===== config.mk =====
export PLATFORM = sky130hd
export DESIGN_NAME = disp_wr_ctrl
export DESIGN_NICKNAME = d
export VERILOG_FILES = /design/src/rtl/disp_wr_pkg.sv /design/src/rtl/disp_wr_timer.sv /design/src/rtl/disp_wr_bitsrc.sv /design/src/rtl/disp_wr_seq.sv /design/src/rtl/disp_wr_ctrl.sv
export SDC_FILE = /design/constraint.sdc
export NUM_CORES = 1
export LEC_CHECK = 0
export BUFFER_PORTS_ARGS = -buffer_cell sky130_fd_sc_hd__buf_2
export CAP_MARGIN = 20
export CELL_PAD_IN_SITES_DETAIL_PLACEMENT = 0
export CELL_PAD_IN_SITES_GLOBAL_PLACEMENT = 1
export CORE_AREA = 2 2 153 155
export DETAILED_ROUTE_END_ITERATION = 12
export DIE_AREA = 0 0 155 157
export GPL_TIMING_DRIVEN = 1
export PLACE_DENSITY = 0.77
export SLEW_MARGIN = 20
export SYNTH_ARGS = -nofsm -noshare
export SYNTH_HDL_FRONTEND = slang
export SYNTH_SLANG_ARGS = --single-unit

===== constraint.sdc =====
create_clock -name clk -period 4.31 [get_ports clk]
set_input_delay 0.6465 -clock clk [delete_from_list [all_inputs] [get_ports clk]]
set_output_delay 0.6465 -clock clk [all_outputs]
set_load 0.1 [all_outputs]

===== src/rtl/disp_wr_pkg.sv =====
// Shared types and helpers for the serial display write controller.
// Assumes: nothing beyond IEEE 1800-2017 packages.
package disp_wr_pkg;

    typedef enum logic [1:0] {
        REQ_INIT  = 2'd0,
        REQ_CTRL  = 2'd1,
        REQ_FRAME = 2'd2,
        REQ_NOP   = 2'd3
    } req_kind_t;

    typedef enum logic [1:0] {
        SRC_ZERO  = 2'd0,
        SRC_CTRL  = 2'd1,
        SRC_FRAME = 2'd2
    } src_mode_t;

    typedef enum logic [3:0] {
        ST_BOOT,
        ST_RSTPULSE,
        ST_RSSET,
        ST_CEFALL,
        ST_BITLO,
        ST_BITHI,
        ST_CERISE,
        ST_LATCH,
        ST_RECOVER,
        ST_IDLE
    } seq_state_t;

    typedef enum logic [1:0] {
        JOB_CLEAR = 2'd0,
        JOB_CW0   = 2'd1,
        JOB_USER  = 2'd2
    } job_t;

    // Round a nanosecond minimum up to whole cycles, never below one.
    function automatic int ns_to_cyc(input int ns, input int per);
        int r;
        r = (ns + per - 1) / per;
        if (r < 1) r = 1;
        return r;
    endfunction

    function automatic int imax(input int a, input int b);
        return (a > b) ? a : b;
    endfunction

endpackage


===== src/rtl/disp_wr_timer.sv =====
// Phase timer: loaded with (length-1) on entry to a phase, counts down,
// and reports expiry when it reaches zero.
// Assumes: the loader never asks for a zero-length phase.
module disp_wr_timer #(
    parameter int TW = 8
) (
    input  logic          clk,
    input  logic          rst_n,
    input  logic          load,
    input  logic [TW-1:0] load_val,
    output logic          expired
);

    logic [TW-1:0] cnt;

    // Load on phase entry, otherwise count down to zero and hold.
    always_ff @(posedge clk) begin
        if (!rst_n) begin
            cnt <= '0;
        end else if (load) begin
            cnt <= load_val;
        end else if (cnt != '0) begin
            cnt <= cnt - 1'b1;
        end
    end

    assign expired = (cnt == '0);

endmodule


===== src/rtl/disp_wr_bitsrc.sv =====
// Bit source: captures one write's payload in wire order (zeros, a control
// byte MSB first, or a frame column by column, top row first) and hands it
// out one bit per shift.
// Assumes: FRAME_BITS > CTRL_BITS; load and shift never coincide.
module disp_wr_bitsrc
    import disp_wr_pkg::*;
#(
    parameter int N_COLS    = 20,
    parameter int ROWS      = 8,
    parameter int CTRL_BITS = 8
) (
    input  logic                        clk,
    input  logic                        rst_n,
    input  logic                        load,
    input  src_mode_t                   mode,
    input  logic [CTRL_BITS-1:0]        ctl_byte,
    input  logic [N_COLS*ROWS-1:0]      cols,
    input  logic                        shift,
    output logic                        bit_out,
    output logic                        bit_next,
    output logic                        last
);

    localparam int FRAME_BITS = N_COLS * ROWS;
    localparam int CW         = $clog2(FRAME_BITS + 1);

    logic [FRAME_BITS-1:0] frame_ord;
    logic [FRAME_BITS-1:0] ctrl_ord;
    logic [FRAME_BITS-1:0] sreg;
    logic [CW-1:0]         remain;

    // Frame reorder: within each column the top row leaves first.
    for (genvar gc = 0; gc < N_COLS; gc++) begin : g_col
        for (genvar gr = 0; gr < ROWS; gr++) begin : g_row
            assign frame_ord[gc*ROWS + gr] = cols[gc*ROWS + (ROWS - 1 - gr)];
        end
    end

    // Control reorder: most significant bit leaves first.
    for (genvar gb = 0; gb < CTRL_BITS; gb++) begin : g_ctl
        assign ctrl_ord[gb] = ctl_byte[CTRL_BITS - 1 - gb];
    end
    assign ctrl_ord[FRAME_BITS-1:CTRL_BITS] = '0;

    // Payload register: capture on load, drop the sent bit on shift.
    always_ff @(posedge clk) begin
        if (!rst_n) begin
            sreg   <= '0;
            remain <= '0;
        end else if (load) begin
            case (mode)
                SRC_CTRL: begin
                    sreg   <= ctrl_ord;
                    remain <= CW'(CTRL_BITS);
                end
                SRC_FRAME: begin
                    sreg   <= frame_ord;
                    remain <= CW'(FRAME_BITS);
                end
                default: begin
                    sreg   <= '0;
                    remain <= CW'(FRAME_BITS);
                end
            endcase
        end else if (shift && remain != '0) begin
            sreg   <= sreg >> 1;
            remain <= remain - 1'b1;
        end
    end

    assign bit_out  = sreg[0];
    assign bit_next = sreg[1];
    assign last     = (remain == CW'(1));

endmodule


===== src/rtl/disp_wr_seq.sv =====
// Write sequencer: runs the display reset pulse, the start-up pair of writes
// and user writes, and shapes select, enable, serial clock and data in
// phases timed by the phase timer.
// Assumes: all phase lengths are at least one cycle; outputs are registered.
module disp_wr_seq
    import disp_wr_pkg::*;
#(
    parameter int TW         = 8,
    parameter int LEN_RST    = 10,
    parameter int LEN_RS_SU  = 2,
    parameter int LEN_CEFALL = 7,
    parameter int LEN_LO     = 16,
    parameter int LEN_HI     = 16,
    parameter int LEN_CERISE = 4
) (
    input  logic          clk,
    input  logic          rst_n,
    input  logic          req_valid,
    input  req_kind_t     req_kind,
    input  logic [7:0]    req_ctl,
    input  logic [3:0]    bright,
    input  logic          tmr_expired,
    input  logic          src_bit,
    input  logic          src_bit_next,
    input  logic          src_last,
    output logic          tmr_load,
    output logic [TW-1:0] tmr_val,
    output logic          src_load,
    output src_mode_t     src_mode,
    output logic [7:0]    src_byte,
    output logic          src_shift,
    output logic          disp_rst_n,
    output logic          disp_rs,
    output logic          disp_ce_n,
    output logic          disp_clk,
    output logic          disp_din,
    output logic          busy,
    output logic          done
);

    seq_state_t state, nxt;
    job_t       job, job_nxt;
    logic [3:0] bright_q, bright_nxt;
    logic       rstn_q, rstn_nxt;
    logic       rs_q, rs_nxt;
    logic       ce_q, ce_nxt;
    logic       clk_q, clk_nxt;
    logic       din_q, din_nxt;
    logic       done_q, done_nxt;
    logic [7:0] init_byte;

    // Control word 0: select bit clear, sleep released, brightness in low nibble.
    assign init_byte = {1'b0, 1'b1, 2'b00, bright_q};

    // Next-state, timer loads and waveform levels for each phase.
    always_comb begin
        nxt        = state;
        job_nxt    = job;
        bright_nxt = bright_q;
        rstn_nxt   = rstn_q;
        rs_nxt     = rs_q;
        ce_nxt     = ce_q;
        clk_nxt    = clk_q;
        din_nxt    = din_q;
        done_nxt   = 1'b0;
        tmr_load   = 1'b0;
        tmr_val    = '0;
        src_load   = 1'b0;
        src_mode   = SRC_ZERO;
        src_byte   = req_ctl;
        src_shift  = 1'b0;
        case (state)
            ST_BOOT: begin
                rstn_nxt = 1'b0;
                nxt      = ST_RSTPULSE;
                tmr_load = 1'b1;
                tmr_val  = TW'(LEN_RST - 1);
            end
            ST_RSTPULSE: begin
                if (tmr_expired) begin
                    rstn_nxt = 1'b1;
                    src_load = 1'b1;
                    src_mode = SRC_ZERO;
                    job_nxt  = JOB_CLEAR;
                    rs_nxt   = 1'b0;
                    nxt      = ST_RSSET;
                    tmr_load = 1'b1;
                    tmr_val  = TW'(LEN_RS_SU - 1);
                end
            end
            ST_RSSET: begin
                if (tmr_expired) begin
                    ce_nxt   = 1'b0;
                    nxt      = ST_CEFALL;
                    tmr_load = 1'b1;
                    tmr_val  = TW'(LEN_CEFALL - 1);
                end
            end
            ST_CEFALL: begin
                if (tmr_expired) begin
                    clk_nxt  = 1'b0;
                    din_nxt  = src_bit;
                    nxt      = ST_BITLO;
                    tmr_load = 1'b1;
                    tmr_val  = TW'(LEN_LO - 1);
                end
            end
            ST_BITLO: begin
                if (tmr_expired) begin
                    clk_nxt  = 1'b1;
                    nxt      = ST_BITHI;
                    tmr_load = 1'b1;
                    tmr_val  = TW'(LEN_HI - 1);
                end
            end
            ST_BITHI: begin
                if (tmr_expired) begin
                    src_shift = 1'b1;
                    tmr_load  = 1'b1;
                    if (src_last) begin
                        ce_nxt  = 1'b1;
                        nxt     = ST_CERISE;
                        tmr_val = TW'(LEN_CERISE - 1);
                    end else begin
                        clk_nxt = 1'b0;
                        din_nxt = src_bit_next;
                        nxt     = ST_BITLO;
                        tmr_val = TW'(LEN_LO - 1);
                    end
                end
            end
            ST_CERISE: begin
                if (tmr_expired) begin
                    clk_nxt  = 1'b0;
                    nxt      = ST_LATCH;
                    tmr_load = 1'b1;
                    tmr_val  = TW'(LEN_LO - 1);
                end
            end
            ST_LATCH: begin
                if (tmr_expired) begin
                    clk_nxt  = 1'b1;
                    nxt      = ST_RECOVER;
                    tmr_load = 1'b1;
                    tmr_val  = TW'(LEN_HI - 1);
                end
            end
            ST_RECOVER: begin
                if (tmr_expired) begin
                    if (job == JOB_CLEAR) begin
                        job_nxt  = JOB_CW0;
                        src_load = 1'b1;
                        src_mode = SRC_CTRL;
                        src_byte = init_byte;
                        rs_nxt   = 1'b1;
                        nxt      = ST_RSSET;
                        tmr_load = 1'b1;
                        tmr_val  = TW'(LEN_RS_SU - 1);
                    end else begin
                        done_nxt = 1'b1;
                        nxt      = ST_IDLE;
                    end
                end
            end
            ST_IDLE: begin
                if (req_valid) begin
                    case (req_kind)
                        REQ_INIT: begin
                            bright_nxt = bright;
                            rstn_nxt   = 1'b0;
                            nxt        = ST_BOOT;
                        end
                        REQ_CTRL: begin
                            src_load = 1'b1;
                            src_mode = SRC_CTRL;
                            job_nxt  = JOB_USER;
                            rs_nxt   = 1'b1;
                            nxt      = ST_RSSET;
                            tmr_load = 1'b1;
                            tmr_val  = TW'(LEN_RS_SU - 1);
                        end
                        REQ_FRAME: begin
                            src_load = 1'b1;
                            src_mode = SRC_FRAME;
                            job_nxt  = JOB_USER;
                            rs_nxt   = 1'b0;
                            nxt      = ST_RSSET;
                            tmr_load = 1'b1;
                            tmr_val  = TW'(LEN_RS_SU - 1);
                        end
                        default: ;
                    endcase
                end
            end
            default: nxt = ST_BOOT;
        endcase
    end

    // State and output registers; reset parks the display in its reset state.
    always_ff @(posedge clk) begin
        if (!rst_n) begin
            state    <= ST_BOOT;
            job      <= JOB_CLEAR;
            bright_q <= bright;
            rstn_q   <= 1'b0;
            rs_q     <= 1'b0;
            ce_q     <= 1'b1;
            clk_q    <= 1'b1;
            din_q    <= 1'b0;
            done_q   <= 1'b0;
        end else begin
            state    <= nxt;
            job      <= job_nxt;
            bright_q <= bright_nxt;
            rstn_q   <= rstn_nxt;
            rs_q     <= rs_nxt;
            ce_q     <= ce_nxt;
            clk_q    <= clk_nxt;
            din_q    <= din_nxt;
            done_q   <= done_nxt;
        end
    end

    assign disp_rst_n = rstn_q;
    assign disp_rs    = rs_q;
    assign disp_ce_n  = ce_q;
    assign disp_clk   = clk_q;
    assign disp_din   = din_q;
    assign busy       = (state != ST_IDLE);
    assign done       = done_q;

endmodule


===== src/rtl/disp_wr_ctrl.sv =====
// Top of the serial display write controller: derives phase lengths in
// system-clock cycles from nanosecond minimums and wires the sequencer,
// phase timer and bit source together.
// Assumes: SYS_PERIOD_NS is the true period of clk; one 160-dot device.
module disp_wr_ctrl
    import disp_wr_pkg::*;
#(
    parameter int SYS_PERIOD_NS = 5,
    parameter int T_CLK_HI_NS   = 80,
    parameter int T_CLK_LO_NS   = 80,
    parameter int T_RS_SU_NS    = 10,
    parameter int T_RS_HD_NS    = 10,
    parameter int T_CE_SU_NS    = 35,
    parameter int T_CE_HD_NS    = 20,
    parameter int T_DIN_SU_NS   = 10,
    parameter int T_DIN_HD_NS   = 10,
    parameter int T_RST_NS      = 50,
    parameter int N_CHARS       = 4,
    parameter int CHAR_COLS     = 5,
    parameter int CHAR_ROWS     = 8
) (
    input  logic                                  clk,
    input  logic                                  rst_n,
    input  logic                                  req_valid,
    input  logic [1:0]                            req_kind,
    input  logic [7:0]                            req_ctl,
    input  logic [N_CHARS*CHAR_COLS*CHAR_ROWS-1:0] req_cols,
    input  logic [3:0]                            bright,
    output logic                                  disp_rst_n,
    output logic                                  disp_rs,
    output logic                                  disp_ce_n,
    output logic                                  disp_clk,
    output logic                                  disp_din,
    output logic                                  busy,
    output logic                                  done
);

    localparam int N_COLS     = N_CHARS * CHAR_COLS;
    localparam int CTRL_BITS  = 8;
    localparam int LEN_RST    = ns_to_cyc(T_RST_NS, SYS_PERIOD_NS);
    localparam int LEN_RS_SU  = ns_to_cyc(T_RS_SU_NS, SYS_PERIOD_NS);
    localparam int LEN_CEFALL = imax(ns_to_cyc(T_CE_SU_NS, SYS_PERIOD_NS),
                                     ns_to_cyc(T_RS_HD_NS, SYS_PERIOD_NS));
    localparam int LEN_LO     = imax(ns_to_cyc(T_CLK_LO_NS, SYS_PERIOD_NS),
                                     ns_to_cyc(T_DIN_SU_NS, SYS_PERIOD_NS));
    localparam int LEN_HI     = imax(ns_to_cyc(T_CLK_HI_NS, SYS_PERIOD_NS),
                                     imax(ns_to_cyc(T_CE_HD_NS, SYS_PERIOD_NS),
                                          ns_to_cyc(T_DIN_HD_NS, SYS_PERIOD_NS)));
    localparam int LEN_CERISE = ns_to_cyc(T_CE_HD_NS, SYS_PERIOD_NS);
    localparam int LEN_MAX    = imax(imax(LEN_RST, LEN_CEFALL),
                                     imax(imax(LEN_LO, LEN_HI), LEN_RS_SU));
    localparam int TW         = $clog2(LEN_MAX + 1);

    logic          tmr_load;
    logic [TW-1:0] tmr_val;
    logic          tmr_expired;
    logic          src_load;
    src_mode_t     src_mode;
    logic [7:0]    src_byte;
    logic          src_shift;
    logic          src_bit;
    logic          src_bit_next;
    logic          src_last;

    disp_wr_seq #(
        .TW         (TW),
        .LEN_RST    (LEN_RST),
        .LEN_RS_SU  (LEN_RS_SU),
        .LEN_CEFALL (LEN_CEFALL),
        .LEN_LO     (LEN_LO),
        .LEN_HI     (LEN_HI),
        .LEN_CERISE (LEN_CERISE)
    ) u_seq (
        .clk          (clk),
        .rst_n        (rst_n),
        .req_valid    (req_valid),
        .req_kind     (req_kind_t'(req_kind)),
        .req_ctl      (req_ctl),
        .bright       (bright),
        .tmr_expired  (tmr_expired),
        .src_bit      (src_bit),
        .src_bit_next (src_bit_next),
        .src_last     (src_last),
        .tmr_load     (tmr_load),
        .tmr_val      (tmr_val),
        .src_load     (src_load),
        .src_mode     (src_mode),
        .src_byte     (src_byte),
        .src_shift    (src_shift),
        .disp_rst_n   (disp_rst_n),
        .disp_rs      (disp_rs),
        .disp_ce_n    (disp_ce_n),
        .disp_clk     (disp_clk),
        .disp_din     (disp_din),
        .busy         (busy),
        .done         (done)
    );

    disp_wr_timer #(
        .TW (TW)
    ) u_tmr (
        .clk      (clk),
        .rst_n    (rst_n),
        .load     (tmr_load),
        .load_val (tmr_val),
        .expired  (tmr_expired)
    );

    disp_wr_bitsrc #(
        .N_COLS    (N_COLS),
        .ROWS      (CHAR_ROWS),
        .CTRL_BITS (CTRL_BITS)
    ) u_src (
        .clk      (clk),
        .rst_n    (rst_n),
        .load     (src_load),
        .mode     (src_mode),
        .ctl_byte (src_byte),
        .cols     (req_cols),
        .shift    (src_shift),
        .bit_out  (src_bit),
        .bit_next (src_bit_next),
        .last     (src_last)
    );

endmodule


==> flow_summary.toml, run 1 <==
[synthesis]
async_flop_share_pct = 0
seq_area_frac_synth_pct = 42.7
yosys_warnings = 0
synth_cell_type_count = 60
synth_flop_cell = "dfxtp_1"
syn_inst = 1127
syn-num-nets = 1317
syn_area_mm2 = 0.00896
synth.avg_cell_area_um2 = 7.95
synth_edf_count = 4
ys_seq_elements = 189

[global_routing]
antenna_found_initial = 7
grt_pass1_vias = 7920
grt_use_total_pct = 19.5
grt_overflow = 0
grt_max_degree = 118
grt_pass1_wl_um = 39400

[sta]
rsz0062_at_grt = "false"
worstMarginPinSlew_ns = 1.07
finalHoldViolations = 0
fin_crit_sh_pct = 81.6
finalSetupViolCount = 0
period_needed_ns = 3.52
finalSetupTns_ns = 0
worst_clock_skew_ns = 0.0161
slew_viol_final = 0
fmax_ghz = 0.284
maxSlewHeadroom_pct = 29.0

[clock_tree]
cts_tree = "done"
cts_buffers = 17
clock_sinks = 189
post_cts_resized = 0
clk_pin_slew_ns = 0.08
root_buffer = "clkbuf_16"
ctsHoldBuffers = 0
ctsHtreeMaxLevel = 4
cts_setup_buffers = 0
insertion_delay_ns = 0.44
cts.path.max_buffers = 2

[route]
drcViolationCount = 0
drt_iter0_drc = 515
wl_per_cell_um = 15.6
drt_pass1_iterations = 5
vias_per_cell = 5.57
drt-total-wl_um = 23900
antenna_left = 0
routed-via-count = 8519

[worst_setup_path]
crit_buf_inv = 2
startpoint_type = "flop"
cp_common_cell = "ha_1"
crit_fanout = 117
cpPeakStageDelay_ns = 0.50
crit_path_top_delay_cell = "nor4b_4"
cp_cell_sequence = "inv_1 > ha_1 > nor4b_4 > nand3_1 > and2_1 > ha_1 > nor2b_4 > buf_12 > a21oi_1 > a311oi_1"
criticalPathCategory = "reg -> reg"
crit_path_end_kind = "flop"
cp.required_ns = 4.64
cp_top_family = "simple AND/OR/NAND/NOR gates"
arrival_ns = 3.84

[outcome]
outcome = "finished, final reports clean"

[cells_and_area]
drive_gt1_share_pct = 20.0
layout.cells.non_filler = 1530
fin_area_mm2 = 0.0106
multi_input_area_mm2 = 0.00461
syn_to_final_growth_pct = 18.1
seqCellArea_mm2 = 0.00382
fin_nets = 1419
n_fill_cell = 2306

[die]
initial_core_util_pct = 39.8
dieArea_mm2 = 0.0243
placementRows = 55
die_height_um = 157
io_pins = 184
coreArea_mm2 = 0.0225
die_x_um = 155

[power]
powerDensity_mw_per_mm2 = 577
irDropWorstVdd_mv = 0.212
p_total_mw = 6.10
p_leak_nw = 3.87

[placement]
place.gp.congestion = 0.790
portBuffers = 183
dp_cells = 1494
dpl.hpwl_um = 14600
place_area_mm2 = 0.00997

[flow_run]
maxCapViolCount = 0

[min_path]
hp-class = "in -> reg"
[metrics by stage]
step                      hold WS [ns]  worst slack, ns  utilization [%]
after floorplan                  0.444             1.19                -
after global placement           0.459            0.993             44.3
after detailed placement         0.461            0.874             44.3
after CTS                        0.357            0.797             46.8
after global routing             0.358            0.462             47.0
final                            0.378            0.794             47.0
[layout by cell type, fill, tap and decap left out, types with 3 or more instances in the layout]
cell type and n:
o21ai_0 7, nand2_1 335, xor2_1 3, buf_4 12, clkbuf_16 17, nand3_1 9
o21a_1 4, nor3_1 12, nor4_1 4, diode_2 3, ha_1 13, dfxtp_1 185
xnor2_1 3, nand2b_1 4, buf_2 183, a211oi_1 3, mux2i_1 3, nor2_1 26
a221oi_1 4, inv_6 5, o32ai_1 3, edfxtp_1 4, inv_1 12, buf_12 6
a21oi_1 167, a32oi_1 3, a311oi_1 156, mux2_2 4, o31a_1 3
[logic make-up (layout without fill, tap and decap cells)]
| group | Yosys count | in the layout | share of synthesized area (%) |
|---|---|---|---|
| other cells | 0 | 3 | 0 |
| xor+xnor | 6 | 6 | 0.587 |
| flops | 189 | 189 | 42.7 |
| simple gates | 405 | 405 | 18.4 |
| fa+ha+maj | 13 | 13 | 1.82 |
| mux | 7 | 7 | 0.838 |
| compound gates | 375 | 375 | 29.4 |
| buf+inv | 132 | 247 | 6.20 |
[worst register-to-register path, cell delays in order (launching register included)]
cell and delay, ns:
dfxtp_1 0.33, inv_1 0.09, ha_1 0.18, nor4b_4 0.50, nand3_1 0.46, and2_1 0.30, ha_1 0.39, nor2b_4 0.18
buf_12 0.38, a21oi_1 0.29, a311oi_1 0.31
[flip-flops by register name, indices dropped and copies added (netlist names), 2 cells and up]
name and count:
u_src.sreg 160, u_src.remain 8, u_tmr.cnt 5, u_seq.bright_q 4, u_seq.state 4, u_seq.job 2
[cells in the mapped netlist (3+ instances only)]
library cell / number / area, µm²
edfxtp_1: 4 / 120
inv_1: 12 / 45.0
a311o_1: 3 / 30.0
o31a_1: 3 / 26.3
buf_2: 18 / 90.1
nor2_1: 26 / 97.6
xnor2_1: 3 / 26.3
o32ai_1: 3 / 26.3
ha_1: 13 / 163
a211oi_1: 3 / 22.5
o21a_1: 4 / 30.0
xor2_1: 3 / 26.3
buf_1: 3 / 11.3
a32oi_1: 3 / 26.3
a21oi_1: 167 / 836
nand2_1: 335 / 1260
clkbuf_1: 88 / 330
dfxtp_1: 185 / 3700
nand3_1: 9 / 45.0
a221oi_1: 4 / 35.0
mux2_2: 4 / 45.0
a311oi_1: 156 / 1370
nor4_1: 4 / 25.0
buf_4: 10 / 75.1
nand2b_1: 4 / 25.0
mux2i_1: 3 / 30.0
nor3_1: 12 / 60.1
o21ai_0: 7 / 35.0
[metal layers]
metal | vias up | track usage [%] | part of all wire [%]
li1 | 4311 | - | -
met1 | 3993 | 26.6 | 47
met2 | 174 | 30.1 | 46
met3 | 33 | 5.67 | 5.5
met4 | 8 | 5.51 | 1.3
met5 | - | 0 | 0.23
[final cells by class]
cell class | count | share of cell area (%)
timing repair buffer | 202 | 10.9
clock buffer | 17 | 4.02
clock inverter | 15 | 1.41
multi-input combinational | 806 | 43.6
inverter | 13 | 0.485
tap | 285 | 3.37
antenna | 3 | 0.0710
sequential | 189 | 36.2
[power breakdown]
part,switching (mW),leakage [nW],total (mW),internal (mW)
logic,1.13,2.04,1.90,0.779
clock network,0.780,0.286,1.55,0.773
registers,0.319,1.54,2.65,2.33
total,2.22,3.87,6.10,3.88
[final timing paths]
check	endpoint	slack [ns]	start	depth (start not counted)
worst max-delay path	u_src.sreg[28]	0.79	u_tmr.cnt[0]	10
worst min-delay path	u_seq.bright_q[2]	0.38	bright[2]	1
worst max register to register	u_src.sreg[28]	0.79	u_tmr.cnt[0]	10
worst min register to register	u_src.sreg[59]	0.47	u_src.sreg[60]	2
No activity file was read; power rests on OpenSTA's default activity.
==> inputs of run 2 (changes only) <==
Settings changed: CORE_AREA 2 2 153 155 to 2 2 161 163, DIE_AREA 0 0 155 157 to 0 0 163 165, PLACE_DENSITY 0.77 to 0.73.
Clock period 4.31 ns to 2.96 ns, I/O delays scaled along.
==> flow_summary.toml, run 2 (synthesis gave the netlist of run 1 again) <==
[clock_tree]
ctsHtreeMaxLevel = 4
cts_buffers = 17
cts_tree = "done"
root_buffer = "clkbuf_16"
cts.path.max_buffers = 2
cts_setup_buffers = 0
clock_sinks = 189
clk_pin_slew_ns = 0.07
insertion_delay_ns = 0.43
ctsHoldBuffers = 0
post_cts_resized = 0

[cells_and_area]
final_cell_mix = "nand2_1 (335), dfxtp_1 (185), buf_2 (183), a21oi_1 (167), a311oi_1 (156)"
largestRegisters = "u_src.sreg (160), u_src.remain (8), u_tmr.cnt (5)"
drive_gt1_share_pct = 21.2
n_fill_cell = 2562
largest-register = "u_src.sreg"
layout.cells.non_filler = 1595
final_common_cell = "nand2_1"
syn_to_final_growth_pct = 21.2
largest_reg_flops = 160
fin_nets = 1440

[worst_setup_path]
crit_buf_inv = 3
cpPeakStageDelay_ns = 0.53
cp_cell_sequence = "inv_1 > ha_1 > or4b_1 > buf_4 > a311o_2 > buf_12 > nand2_1 > a311oi_1"
crit_path_end_kind = "flop"
arrival_ns = 2.88
worstReg2RegStart = "u_tmr.cnt[0]"
critical_path_depth = 8
crit_path_top_delay_cell = "or4b_1"
r2r_cells = 8
startpoint_type = "flop"
cp_top_family = "simple AND/OR/NAND/NOR gates"
criticalPathCategory = "reg -> reg"
cp.required_ns = 3.26
reg2reg_to = "u_src.sreg[131]"
crit_fanout = 125
rrSetupSlack_ns = 0.38

[route]
antenna_left = 0
drt_iter0_drc = 560
wl_per_cell_um = 15.7
vias_per_cell = 5.40
drt_pass1_iterations = 5
routed-via-count = 8616
drcViolationCount = 0
drt-total-wl_um = 25000

[die]
placementRows = 58
coreArea_mm2 = 0.0250
die_height_um = 165
initial_core_util_pct = 35.8
io_pins = 184
dieArea_mm2 = 0.0269
die_x_um = 163

[global_routing]
grt-busiest-layer = "met2"
grt_use_met1_pct = 26.1
grt_pass1_vias = 7932
antenna_found_initial = 4
grt_pass1_wl_um = 40500
grt_use_total_pct = 18.4
met2_usage_pct = 28.9
groute.layer.met3.usage_pct = 3.59
grt_max_degree = 126
grt_overflow = 0

[sta]
maxSlewHeadroom_pct = 48.7
finalSetupViolCount = 0
period_needed_ns = 2.58
worst_clock_skew_ns = 0.0158
finalHoldViolations = 0
fmax_ghz = 0.387
finalSetupTns_ns = 0
fin_crit_sh_pct = 87.2
slew_viol_final = 0
rsz0062_at_grt = "false"
worstMarginPinSlew_ns = 0.770

[placement]
dp_cells = 1561
dpl.hpwl_um = 15800
portBuffers = 183
place.gp.congestion = 0.778

[outcome]
outcome = "finished, final reports clean"

[power]
p_switching_mw = 3.26
p_leak_nw = 3.97
sequentialPowerShare_pct = 42.4
p_comb_share_pct = 32.4
clkPwrFrac_pct = 25.1
powerDensity_mw_per_mm2 = 833
power.internal_mw = 5.79
irDropWorstVdd_mv = 0.398
switching_share_pct = 36.0

[min_path]
hold_depth = 1
min_to = "u_seq.bright_q[3]"
hold_start = "bright[3]"
hp-class = "in -> reg"

[flow_run]
maxCapViolCount = 0
run 2: per-layer routing:
layer	part of all wire (%)	up-vias
met5	0.052	-
met4	0.73	2
met3	4.0	16
met2	46	160
met1	49	4081
li1	-	4357
run 2: area by class of cell:
cell class | count | area (µm²) | share of cell area, %
clock buffer | 19 | 433 | 3.99
antenna | 3 | 7.51 | 0.0691
multi-input combinational | 806 | 4610 | 42.5
tap | 330 | 413 | 3.80
clock inverter | 12 | 136 | 1.26
timing repair buffer | 223 | 1380 | 12.7
sequential | 189 | 3820 | 35.2
inverter | 13 | 51.3 | 0.472
run 2: per-stage QoR:
| step | hold slack (ns) | power (mW) | util (%) | area, µm² | worst slack [ns] |
|---|---|---|---|---|---|
| after detailed placement | 0.468 | 6.79 | 41.1 | 10300 | 0.403 |
| final | 0.187 | 9.05 | 43.4 | 10900 | 0.379 |
| after CTS | 0.166 | 9.11 | 43.3 | 10900 | 0.376 |
| after global placement | 0.451 | 6.76 | 41.1 | 10300 | 0.445 |
| after floorplan | 0.444 | 5.98 | - | 8960 | -0.0665 |
| after global routing | 0.163 | 9.69 | 43.3 | 10900 | 0.168 |
run 2: power by group through the flow:
| stage | Combinational (mW) | Clock, mW | Sequential, mW |
|---|---|---|---|
| floorplan | 2.07 | 0 | 3.91 |
| global placement | 2.88 | 0 | 3.88 |
| detailed placement | 2.92 | 0 | 3.87 |
| CTS | 2.94 | 2.34 | 3.83 |
| global route | 3.31 | 2.44 | 3.94 |
| finish | 2.93 | 2.27 | 3.84 |
run 2: worst register-to-register path, delay by kind of cell, from the launching register on:
kind                     cells  cell delay, ns
AND/OR/NAND/NOR              2            0.84
buffers and inverters        3            0.58
AO/OA/AOI/OAI                2            0.51
flip-flops                   1            0.32
adder cells (fa/ha/maj)      1            0.20
run 2: how the worst max path moves through the flow:
stage	from	endpoint	slack, ns
2_1_floorplan	u_tmr.cnt[0]	u_src.sreg[100]	-0.07
3_3_place_gp	u_seq.state[0]	u_src.sreg[27]	0.45
3_5_place_dp	u_tmr.cnt[0]	u_src.sreg[35]	0.40
4_1_cts	u_tmr.cnt[0]	u_src.sreg[27]	0.38
5_1_grt	u_seq.state[0]	u_src.sreg[27]	0.17
6_report	u_tmr.cnt[0]	u_src.sreg[131]	0.38
==> inputs of run 3 (changes only) <==
Settings changed: CORE_AREA 2 2 161 163 to 2 2 169 171, DIE_AREA 0 0 163 165 to 0 0 171 173, SYNTH_HIERARCHICAL set to 1.
==> flow_summary.toml, run 3 <==
[synthesis]
synth_cell_type_count = 59
yosys_warnings = 6
synth_most_common_cell = "nand2_1"
synth_edf_count = 4
synth_flop_cell = "dfxtp_1"
syn_inst = 1438
synth_commonest_cells = "nand2_1 (633), a21oi_1 (324), dfxtp_1 (185)"
synth.avg_cell_area_um2 = 6.69
netlist_top_cells_area = "dfxtp_1 (39%), nand2_1 (25%), a21oi_1 (17%)"
yosysTopAreaCell = "dfxtp_1"
syn-num-nets = 1624
syn_area_mm2 = 0.00961
ys_seq_elements = 189
async_flop_share_pct = 0
netlist.area_leader.share_pct = 38.5
seq_area_frac_synth_pct = 39.8

[worst_setup_path]
cp_common_cell = "nand2_1"
crit_path_end_kind = "flop"
crit_path_top_delay_cell = "dfxtp_1"
crit_fanout = 97
startpoint_type = "flop"
criticalPathCategory = "reg -> reg"
cp_cell_sequence = "inv_1 > ha_1 > nor4b_4 > buf_4 > nand2b_1 > nor2_4 > nand2_4 > nand2_1 > inv_1 > ha_4 > buf_12 > nand2_1 > nand2_1 > nand2_1 > a21oi_1"
cp_top_family = "simple AND/OR/NAND/NOR gates"
crit_buf_inv = 4
cpPeakStageDelay_ns = 0.35
cp.required_ns = 3.33
arrival_ns = 3.01

[min_path]
hp-class = "in -> reg"

[cells_and_area]
drive_gt1_share_pct = 17.0
largest_reg_flops = 160
final_common_cell = "nand2_1"
largestRegisters = "u_src/sreg (160), u_src/remain (8), u_tmr/cnt (5)"
largest-register = "u_src/sreg"
fin_nets = 1740
syn_to_final_growth_pct = 19.8
final_cell_mix = "nand2_1 (633), a21oi_1 (324), dfxtp_1 (185), buf_2 (182), buf_4 (20)"

[route]
drcViolationCount = 0
wl_per_cell_um = 13.2
drt_pass1_iterations = 5
antenna_left = 0
drt-total-wl_um = 25600
vias_per_cell = 4.86
routed-via-count = 9456
drt_iter0_drc = 657

[clock_tree]
cts_setup_buffers = 0
ctsHtreeMaxLevel = 4
post_cts_resized = 0
ctsHoldBuffers = 0
insertion_delay_ns = 0.43
clock_sinks = 189
cts_tree = "done"
clk_pin_slew_ns = 0.09
cts.path.max_buffers = 2
root_buffer = "clkbuf_16"
cts_buffers = 17

[die]
die_x_um = 171
dieArea_mm2 = 0.0296
placementRows = 61
coreArea_mm2 = 0.0276
initial_core_util_pct = 34.8
die_height_um = 173
io_pins = 184

[global_routing]
grt_pass1_wl_um = 42700
met2_usage_pct = 27.4
groute.layer.met3.usage_pct = 3.16
grt_use_total_pct = 17.1
antenna_found_initial = 2
grt-busiest-layer = "met2"
grt_pass1_vias = 8803
grt_max_degree = 98
grt_use_met1_pct = 23.7
grt_overflow = 0

[power]
power.internal_mw = 6.13
powerDensity_mw_per_mm2 = 867
p_comb_share_pct = 37.2
p_switching_mw = 3.85
clkPwrFrac_pct = 22.7
irDropWorstVdd_mv = 0.387
p_leak_nw = 4.46
sequentialPowerShare_pct = 40.1
switching_share_pct = 38.6

[sta]
period_needed_ns = 2.64
hold_ws_ns = 0.194
worstMarginPinSlew_ns = 0.911
finalSetupViolCount = 0
slew_viol_final = 0
maxSlewHeadroom_pct = 38.6
finalSetupTns_ns = 0
fin_crit_sh_pct = 89.2
worst_clock_skew_ns = 0.0189
timing.final.ws_setup_ns = 0.320
fmax_ghz = 0.379
finalHoldViolations = 0
rsz0062_at_grt = "false"

[placement]
pre_cts_slack_ns = 0.357
portBuffers = 183
dpl.hpwl_um = 16900
place.gp.congestion = 0.803

[flow_run]
maxCapViolCount = 0

[outcome]
outcome = "finished, final reports clean"
run 3: worst paths after layout:
check,startpoint,to,slack [ns],depth (start not counted)
setup / recovery,u_tmr/cnt[0],u_src/sreg[34],0.32,15
setup reg to reg,u_tmr/cnt[0],u_src/sreg[34],0.32,15
hold / removal,bright[3],u_seq/bright_q[3],0.19,1
hold reg to reg,u_src/sreg[126],u_src/sreg[126],0.45,2
run 3: logic make-up after synthesis:
group,synth area share [%]
compound gates,21.0
xor+xnor,0.547
fa+ha+maj,1.17
buf+inv,6.44
flops,39.8
mux,1.05
other cells,0.0390
simple gates,30.0
run 3: final cells by class:
class,count,area (µm²)
clock buffer,18,429
timing repair buffer,218,1370
fill,3041,16100
tap,378,473
multi-input combinational,1112,5200
clock inverter,14,153
inverter,16,60.1
antenna,1,2.50
sequential,189,3820
run 3: metrics by stage:
stage | total power, mW | std cells | utilization, % | area [µm²]
floorplan | 6.79 | 1438 | - | 9610
global placement | 7.71 | 1913 | 39.6 | 10900
detailed placement | 7.77 | 1913 | 39.6 | 10900
CTS | 10.1 | 1945 | 41.7 | 11500
global route | 10.8 | 1945 | 41.7 | 11500
finish | 9.98 | 1946 | 41.7 | 11500
run 3: layer usage:
layer / routed length [µm] / share of wire (%)
met2: 11800 / 46
met3: 1110 / 4.3
met1: 12400 / 48
met4: 271 / 1.1
met5: 11 / 0.043
run 3: worst reg2reg max path: stages (launching register included):
cell and delay (ns):
dfxtp_1 0.35, inv_1 0.06, ha_1 0.23, nor4b_4 0.14, buf_4 0.20, nand2b_1 0.17, nor2_4 0.05, nand2_4 0.13
nand2_1 0.09, inv_1 0.10, ha_4 0.21, buf_12 0.31, nand2_1 0.25, nand2_1 0.10, nand2_1 0.05, a21oi_1 0.12
run 3: power groups by stage:
stage | clock [mW] | combinational (mW) | sequential [mW]
finish | 2.27 | 3.71 | 4.00
global route | 2.45 | 4.29 | 4.11
CTS | 2.35 | 3.74 | 3.99
detailed placement | 0 | 3.73 | 4.04
global placement | 0 | 3.69 | 4.02
floorplan | 0 | 2.80 | 3.98
